[src/rtl/gpio_irq_pkg.sv]
package gpio_irq_pkg;
   localparam int CAUSE_OFS = 32'h14;
   localparam int EMASK_OFS = 32'h18;
   localparam int LMASK_OFS = 32'h1C;

   function automatic int grp_count(input int lines, input int gw);
      return lines / gw;
   endfunction
endpackage

[src/rtl/gpio_irq_edge.sv]
module gpio_irq_edge #(
   parameter int N = 32
) (
   input  logic         clk,
   input  logic         rst_n,
   input  logic [N-1:0] din,
   input  logic         clr_en,
   input  logic [N-1:0] clr_keep,
   output logic [N-1:0] cause_q,
   output logic [N-1:0] set_o
);
   logic [N-1:0] prev_q;
   logic         primed_q;
   logic [N-1:0] keep;

   assign set_o = din & ~prev_q & {N{primed_q}};
   assign keep  = clr_en ? clr_keep : {N{1'b1}};

   always_ff @(posedge clk or negedge rst_n) begin
      if (!rst_n) begin
         prev_q   <= '0;
         primed_q <= 1'b0;
         cause_q  <= '0;
      end else begin
         prev_q   <= din;
         primed_q <= 1'b1;
         cause_q  <= (cause_q & keep) | set_o;
      end
   end
endmodule

[src/rtl/gpio_irq_regs.sv]
module gpio_irq_regs
   import gpio_irq_pkg::*;
#(
   parameter int N        = 32,
   parameter int ADDR_W   = 8,
   parameter int MASK_OFS = 0
) (
   input  logic              clk,
   input  logic              rst_n,
   input  logic              wr,
   input  logic [ADDR_W-1:0] addr,
   input  logic [N-1:0]      wdata,
   input  logic [N-1:0]      cause_q,
   output logic              cause_wr,
   output logic [N-1:0]      emask_q,
   output logic [N-1:0]      lmask_q,
   output logic [N-1:0]      rdata
);
   localparam logic [ADDR_W-1:0] A_CAUSE = ADDR_W'(CAUSE_OFS);
   localparam logic [ADDR_W-1:0] A_EMASK = ADDR_W'(EMASK_OFS + MASK_OFS);
   localparam logic [ADDR_W-1:0] A_LMASK = ADDR_W'(LMASK_OFS + MASK_OFS);

   logic hit_c, hit_e, hit_l;

   assign hit_c    = (addr == A_CAUSE);
   assign hit_e    = (addr == A_EMASK);
   assign hit_l    = (addr == A_LMASK);
   assign cause_wr = wr & hit_c;

   always_ff @(posedge clk or negedge rst_n) begin
      if (!rst_n) begin
         emask_q <= '0;
         lmask_q <= '0;
      end else if (wr) begin
         if (hit_e) emask_q <= wdata;
         if (hit_l) lmask_q <= wdata;
      end
   end

   always_comb begin
      rdata = '0;
      if (hit_c)      rdata = cause_q;
      else if (hit_e) rdata = emask_q;
      else if (hit_l) rdata = lmask_q;
   end
endmodule

[src/rtl/gpio_irq_group.sv]
module gpio_irq_group #(
   parameter int N       = 32,
   parameter int GW      = 8,
   parameter bit REG_OUT = 1'b1
) (
   input  logic           clk,
   input  logic           rst_n,
   input  logic [N-1:0]   line_cause,
   output logic [N/GW-1:0] irq
);
   localparam int NG = N / GW;

   logic [NG-1:0] any;

   for (genvar g = 0; g < NG; g++) begin : g_or
      assign any[g] = |line_cause[g*GW +: GW];
   end

   if (REG_OUT) begin : g_reg
      always_ff @(posedge clk or negedge rst_n) begin
         if (!rst_n) irq <= '0;
         else        irq <= any;
      end
   end else begin : g_comb
      assign irq = any;
   end
endmodule

[src/rtl/gpio_irq_agg.sv]
module gpio_irq_agg
   import gpio_irq_pkg::*;
#(
   parameter int NUM_LINES = 32,
   parameter int GROUP_W   = 8,
   parameter int ADDR_W    = 8,
   parameter int MASK_OFS  = 0,
   parameter bit SUM_REG   = 1'b1
) (
   input  logic                         clk,
   input  logic                         rst_n,
   input  logic [NUM_LINES-1:0]         din,
   input  logic                         reg_wr,
   input  logic [ADDR_W-1:0]            reg_addr,
   input  logic [NUM_LINES-1:0]         reg_wdata,
   output logic [NUM_LINES-1:0]         reg_rdata,
   output logic [NUM_LINES/GROUP_W-1:0] irq_grp
);
   localparam int NUM_GRP = grp_count(NUM_LINES, GROUP_W);

   if (NUM_LINES % GROUP_W != 0) begin : g_chk_div
      $error("NUM_LINES must be a multiple of GROUP_W");
   end
   if (NUM_GRP < 1) begin : g_chk_grp
      $error("at least one group required");
   end
   if ((1 << ADDR_W) <= LMASK_OFS + MASK_OFS) begin : g_chk_addr
      $error("ADDR_W too narrow for register map");
   end

   logic [NUM_LINES-1:0] cause_q, emask_q, lmask_q, edge_set, line_cause;
   logic                 cause_wr;

   gpio_irq_regs #(.N(NUM_LINES), .ADDR_W(ADDR_W), .MASK_OFS(MASK_OFS)) u_regs (
      .clk(clk), .rst_n(rst_n), .wr(reg_wr), .addr(reg_addr), .wdata(reg_wdata),
      .cause_q(cause_q), .cause_wr(cause_wr), .emask_q(emask_q),
      .lmask_q(lmask_q), .rdata(reg_rdata)
   );

   gpio_irq_edge #(.N(NUM_LINES)) u_edge (
      .clk(clk), .rst_n(rst_n), .din(din), .clr_en(cause_wr),
      .clr_keep(reg_wdata), .cause_q(cause_q), .set_o(edge_set)
   );

   assign line_cause = (din & lmask_q) | (cause_q & emask_q);

   gpio_irq_group #(.N(NUM_LINES), .GW(GROUP_W), .REG_OUT(SUM_REG)) u_grp (
      .clk(clk), .rst_n(rst_n), .line_cause(line_cause), .irq(irq_grp)
   );
endmodule

[config.mk]
export PLATFORM = sky130hd
export DESIGN_NAME = gpio_irq_agg
export DESIGN_NICKNAME = d
export VERILOG_FILES = /design/src/rtl/gpio_irq_pkg.sv /design/src/rtl/gpio_irq_edge.sv /design/src/rtl/gpio_irq_regs.sv /design/src/rtl/gpio_irq_group.sv /design/src/rtl/gpio_irq_agg.sv
export SDC_FILE = /design/constraint.sdc
export NUM_CORES = 1
export LEC_CHECK = 0
export ABC_AREA = 1
export BUFFER_PORTS_ARGS = -buffer_cell sky130_fd_sc_hd__buf_2
export CORE_ASPECT_RATIO = 1.25
export CORE_UTILIZATION = 50
export DETAILED_ROUTE_END_ITERATION = 6
export PLACE_DENSITY = 0.78
export SLEW_MARGIN = 40
export SYNTH_ARGS = -nofsm -noshare
export SYNTH_HDL_FRONTEND = slang
export SYNTH_SLANG_ARGS = --single-unit
[constraint.sdc]
create_clock -name clk -period 2.5 [get_ports clk]
set_input_delay 0.375 -clock clk [delete_from_list [all_inputs] [get_ports clk]]
set_output_delay 0.375 -clock clk [all_outputs]
set_load 0.05 [all_outputs]
# Yosys cells after proc, flatten, opt, wreduce, memory -nomap -nowiden
# Cells that the tools add are included.
[totals]
out_inout_bits = 36
reg_bits = 133
elab_cells = 28
in_bits = 75
[classes]
bitwise = 9
eq_ne = 3
n_reduce_logical = 6
mux = 4
[ops]
columns = ["op", "n"]
rows = [
  ["AND 32 bit", 5],
  ["two-way mux 32 bit", 4],
  ["bitwise OR 32 bit", 2],
  ["NOT 32 bit", 1],
  ["OR reduction 8 bit", 4],
  ["equality test 8 x 5 -> 1 bit (second input constant)", 3],
  ["AND reduction 2 bit", 2],
  ["AND 1 bit", 1],
]

# Logic depth before layout (Yosys ltp)
[depth]
word_depth = 5
depth_mapped = 9
depth_no_buf = 7

# Modules after synthesis
# A second synthesis with hierarchy kept.
[hier_totals]
hier_cells = 863
hier_area_um2 = 6467.5
[by_module_without_submodules]
columns = ["mod", "area_each_um2", "n_inst", "seq_area_each_um2", "cells_each"]
rows = [
  ["gpio_irq_regs", 3214.3, 1, 1601.5, 407],
  ["gpio_irq_edge", 2567.5, 1, 1626.6, 296],
  ["gpio_irq_agg", 360.3, 1, 0.0, 96],
  ["gpio_irq_group", 325.3, 1, 100.1, 64],
]

# Least setup slack after synthesis
# Ideal clock, no wire load.
[synth_timing]
kind = "input to output"
from = "input reg_addr[6]"
to = "output reg_rdata[14]"
t_arrival_ns = 1.477
setup_slack_ns = 0.648
t_required_ns = 2.125
path_stages = 9
path_buffers = 2
cell_sequence = "inv_1 nand2_1 nor2_4 buf_6 nand2_2 inv_2 buf_6 nand2_1 nand3_1"
[synth_via]
elab_chain_cells = 4
word_cells_on_any_way = 6
[synth_rtl]
columns = ["item", "line_no", "source"]
rows = [
  ["start, declared", "gpio_irq_agg.sv:14", "input logic [ADDR_W-1:0] reg_addr,"],
  ["equality test 8 x 5 -> 1 bit", "gpio_irq_regs.sv:27", "assign hit_l = (addr == A_LMASK);"],
  ["two-way mux 32 bit", "gpio_irq_regs.sv:44", "else if (hit_l) rdata = lmask_q;"],
  ["two-way mux 32 bit", "gpio_irq_regs.sv:43", "else if (hit_e) rdata = emask_q;"],
  ["two-way mux 32 bit *", "gpio_irq_regs.sv:42", "if (hit_c) rdata = cause_q;"],
  ["end, declared", "gpio_irq_agg.sv:16", "output logic [NUM_LINES-1:0] reg_rdata,"],
]
# Mark *: on every way between the ends. The rest lies on a longest branch, timed or not.

# Final worst setup path
[layout_timing]
from = "input reg_addr[5]"
to = "output reg_rdata[7]"
# Same word-level chain as after synthesis.

==> reports/metrics.csv <==
stage;metric;value;unit
grt;vias in the first global route;5581;
clock_network;CTS tree;built;
timing;Worst Skew;8.182;ps
min_path;hold crit path type;input pin to register;
power_and_ir_drop;Sequential Power Share;42.7;%
power_and_ir_drop;Clk pwr share;49.4;%
grt;GR Overflow Total;0;
worst_setup_path;CP arrival;1840;ps
drt;DRT iter0 DRCs;345;
worst_setup_path;reg2reg path depth;4;
clock_network;CTS root buf;clkbuf_16;
drt;DRC;0;
clock_network;clk sinks;133;
drt;WL/cell;15.98;um
place;number of I/O port buffers;110;
cells_and_area;Final nets;970;
timing;# setup viols final;0;
cells_and_area;area grow syn2layout;21.56;%
cells_and_area;Register Area;3328;um^2
cells_and_area;Core Util, Final;62.70;%
worst_setup_path;CP max-delay cell;inv_2;
place;gpl congestion;0.8145;
power_and_ir_drop;Pwr Density;707.7;nW/um^2
synthesis;Seq cells post-synth;133;
floorplan;Ports;111;
power_and_ir_drop;Net Switching;1.244;mW
grt;GRT Total Usage;28.16;%
clock_network;H-Tree Depth;4;
timing;setup total negative slack;0;ps
timing;RSZ-0062 raised after global routing;no;
worst_setup_path;CP endpoint kind;output port;
timing;Worst-Margin Slew;654.5;ps
min_path;Min-Delay Startpoint;din[3];
worst_setup_path;worst reg2reg path endpoint;u_grp.irq[0]$_DFF_PN0_;
timing;min Tclk post-route;2214;ps
cells_and_area;area of the multi-input gates;2476;um^2
worst_setup_path;slowest cell delay on critical path;260;ps
worst_setup_path;Critical path buffers and inverters;5;
timing;Final Hold Vio Count;0;
drt;Vias;5757;
clock_network;post-CTS setup buffers;0;
drt;vias per inst;5.370;
synthesis;synth unique cells;23;
power_and_ir_drop;Max VDD drop;0.0004483;V
grt;first-pass GRT wire length;27.56;mm
synthesis;post-synthesis cell count;785;
worst_setup_path;cells along the critical path;buf_2 -> inv_2 -> nand2_2 -> nor2_4 -> nand2_2 -> inv_2 -> buf_4 -> nand2_1 -> nand3_1 -> buf_2;
power_and_ir_drop;internal power;4.152;mW
timing;Final period util;88.55;%
synthesis;yosys warns;0;
floorplan;die width;102.2;um
worst_setup_path;register-to-register path setup slack;1370;ps
drt;WL final;17.13;mm
floorplan;Placement Rows;45;
worst_setup_path;Worst R2R Start;u_edge.cause_q[3]$_DFF_PN0_;
grt;pin count of the biggest net entering global routing;76;
flow_run;Max Cap Viol;0;
grt;initial antenna violation count;0;
timing;final max-slew violation count;0;
outcome;status;complete, no violations;
timing;max frequency;451.7;MHz
timing;Rel. slew slack;56.30;%
synthesis;syn_nets;860;
cells_and_area;share of cells above drive strength 1;19.49;%
place;Detailed Place HPWL;10.86;mm
min_path;WHS Path Cells;1;
worst_setup_path;Critical Path Fanout Max;12;
worst_setup_path;startpoint types;input pin;
power_and_ir_drop;Net Sw Frac;23.05;%
synthesis;synthesized area;6272;um^2
worst_setup_path;Required @ worst endpoint;2120;ps
worst_setup_path;crit path kind;input pin to output port;
worst_setup_path;CP top delay family;buffers and inverters;
cells_and_area;antenna cell count;0;
drt;drt pass-1 iters;5;
synthesis;sequential share of the synthesized area;53.06;%
floorplan;Initial Util;51.57;%
power_and_ir_drop;logic gate share of total power;7.9;%
cells_and_area;FILL cells;1100;
power_and_ir_drop;Leak;4.062;nW
drt;post-route antenna net violation count;0;
clock_network;Clock Pin Slew Worst Setup and Hold Paths;50;ps
worst_setup_path;critical path depth;10;
floorplan;die area;13000;um^2
floorplan;core footprint;12160;um^2
min_path;WHS Endpoint;u_edge.prev_q[3]$_DFF_PN0_;
synthesis;syn_area_per_cell;7.990;um^2
clock_network;later-pin clock latency in the skew report;420;ps
clock_network;CTS max path bufs;2;
clock_network;cts bufs inserted;17;
floorplan;Die Ht;127.2;um
[synth_stat cells]
cell type,instances,area (um^2)
nand4_1,41,256.5
dfrtp_1,133,3328
nand3_1,39,195.2
nor2_4,4,45.04
a21oi_1,6,30.03
nand2_2,4,25.02
or2_0,2,12.51
nand2_4,1,11.26
nor2_1,8,30.03
nor2_2,2,12.51
buf_2,14,70.07
nand2_1,345,1295
o21ai_0,69,345.3
buf_4,2,15.01
buf_1,2,7.510
nand3b_1,25,187.7
clkbuf_1,14,52.55
o22ai_1,1,6.260
nor3_1,4,20.02
conb_1,1,3.750
inv_1,54,202.7
buf_6,9,101.4
inv_2,5,18.77
[state kept, by name, indices dropped and copies added, names as in the netlist]
signal / count
u_edge.prev_q: 32
u_edge.primed_q: 1
u_regs.lmask_q: 32
u_grp.irq: 4
u_edge.cause_q: 32
u_regs.emask_q: 32
[area by class of cell]
| class | count | share of cell area (%) |
|---|---|---|
| sequential | 133 | 43.65 |
| clock buffer | 23 | 6.400 |
| multi-input combinational | 552 | 32.47 |
| tap | 164 | 2.691 |
| timing repair buffer | 132 | 9.944 |
| inverter | 59 | 2.904 |
| clock inverter | 9 | 1.936 |
[stage by stage]
stage | hold WS, ps | setup slack, ps | cell area (um^2) | total power [mW] | instances
6_report | 74.84 | 286.2 | 7625 | 5.396 | 1072
3_3_place_gp | 317.6 | 332.9 | 6979 | 2.751 | 1039
5_1_grt | 71.04 | 163.9 | 7625 | 5.569 | 1072
3_5_place_dp | 318.7 | 299.2 | 6979 | 2.758 | 1039
2_1_floorplan | 79.41 | 647.7 | 6272 | 2.543 | 785
4_1_cts | 63.41 | 271.1 | 7625 | 5.418 | 1072
[cell families (layout without fill, tap and decap cells)]
family	Yosys count	in the layout	synth area share [%]
AND/OR/NAND/NOR	475	475	33.33
other	1	1	0.05979
AO/OA/AOI/OAI	76	76	6.084
flip-flops	133	133	53.06
buffers and inverters	100	223	7.461
[metal layers]
metal  up-vias  wire length [um]  GRT usage [%]
li1       2731                 -              -
met1      2748              6942          36.05
met2       241              8458          45.16
met3        37              1227          5.799
met4         0               503          14.03
met5         -                 0              0
[how the worst max path moves through the flow]
| stage | slack, ps | start | endpoint |
|---|---|---|---|
| finish | 290 | reg_addr[5] | reg_rdata[7] |
| global route | 160 | reg_addr[7] | reg_rdata[11] |
| CTS | 270 | reg_addr[5] | reg_rdata[7] |
| detailed placement | 300 | reg_addr[6] | reg_rdata[7] |
| global placement | 330 | reg_addr[6] | reg_rdata[7] |
| floorplan | 650 | reg_addr[6] | reg_rdata[14] |
[layout by cell type (no fill, tap or decap), types with 17 or more instances in the layout]
cell type  count
nand2_1      345
dfrtp_1      133
buf_2        109
o21ai_0       69
inv_1         54
nand4_1       41
nand3_1       39
nand3b_1      25
buf_4         19
clkbuf_16     17
[power by group through the flow]
stage	sequential (mW)	combinational (mW)	clock (mW)
after CTS	2.30	0.426	2.69
after floorplan	2.36	0.178	0
after detailed placement	2.34	0.419	0
after global routing	2.31	0.476	2.78
after global placement	2.34	0.414	0
final	2.30	0.426	2.67
[what timing repair did]
item | 4_1_cts | 5_1_grt
hold buffers | 1 | 0
endpoints found under the hold margin | 26 | 0
gates resized for setup | 0 | 0
(Power assumes the default switching activity.)
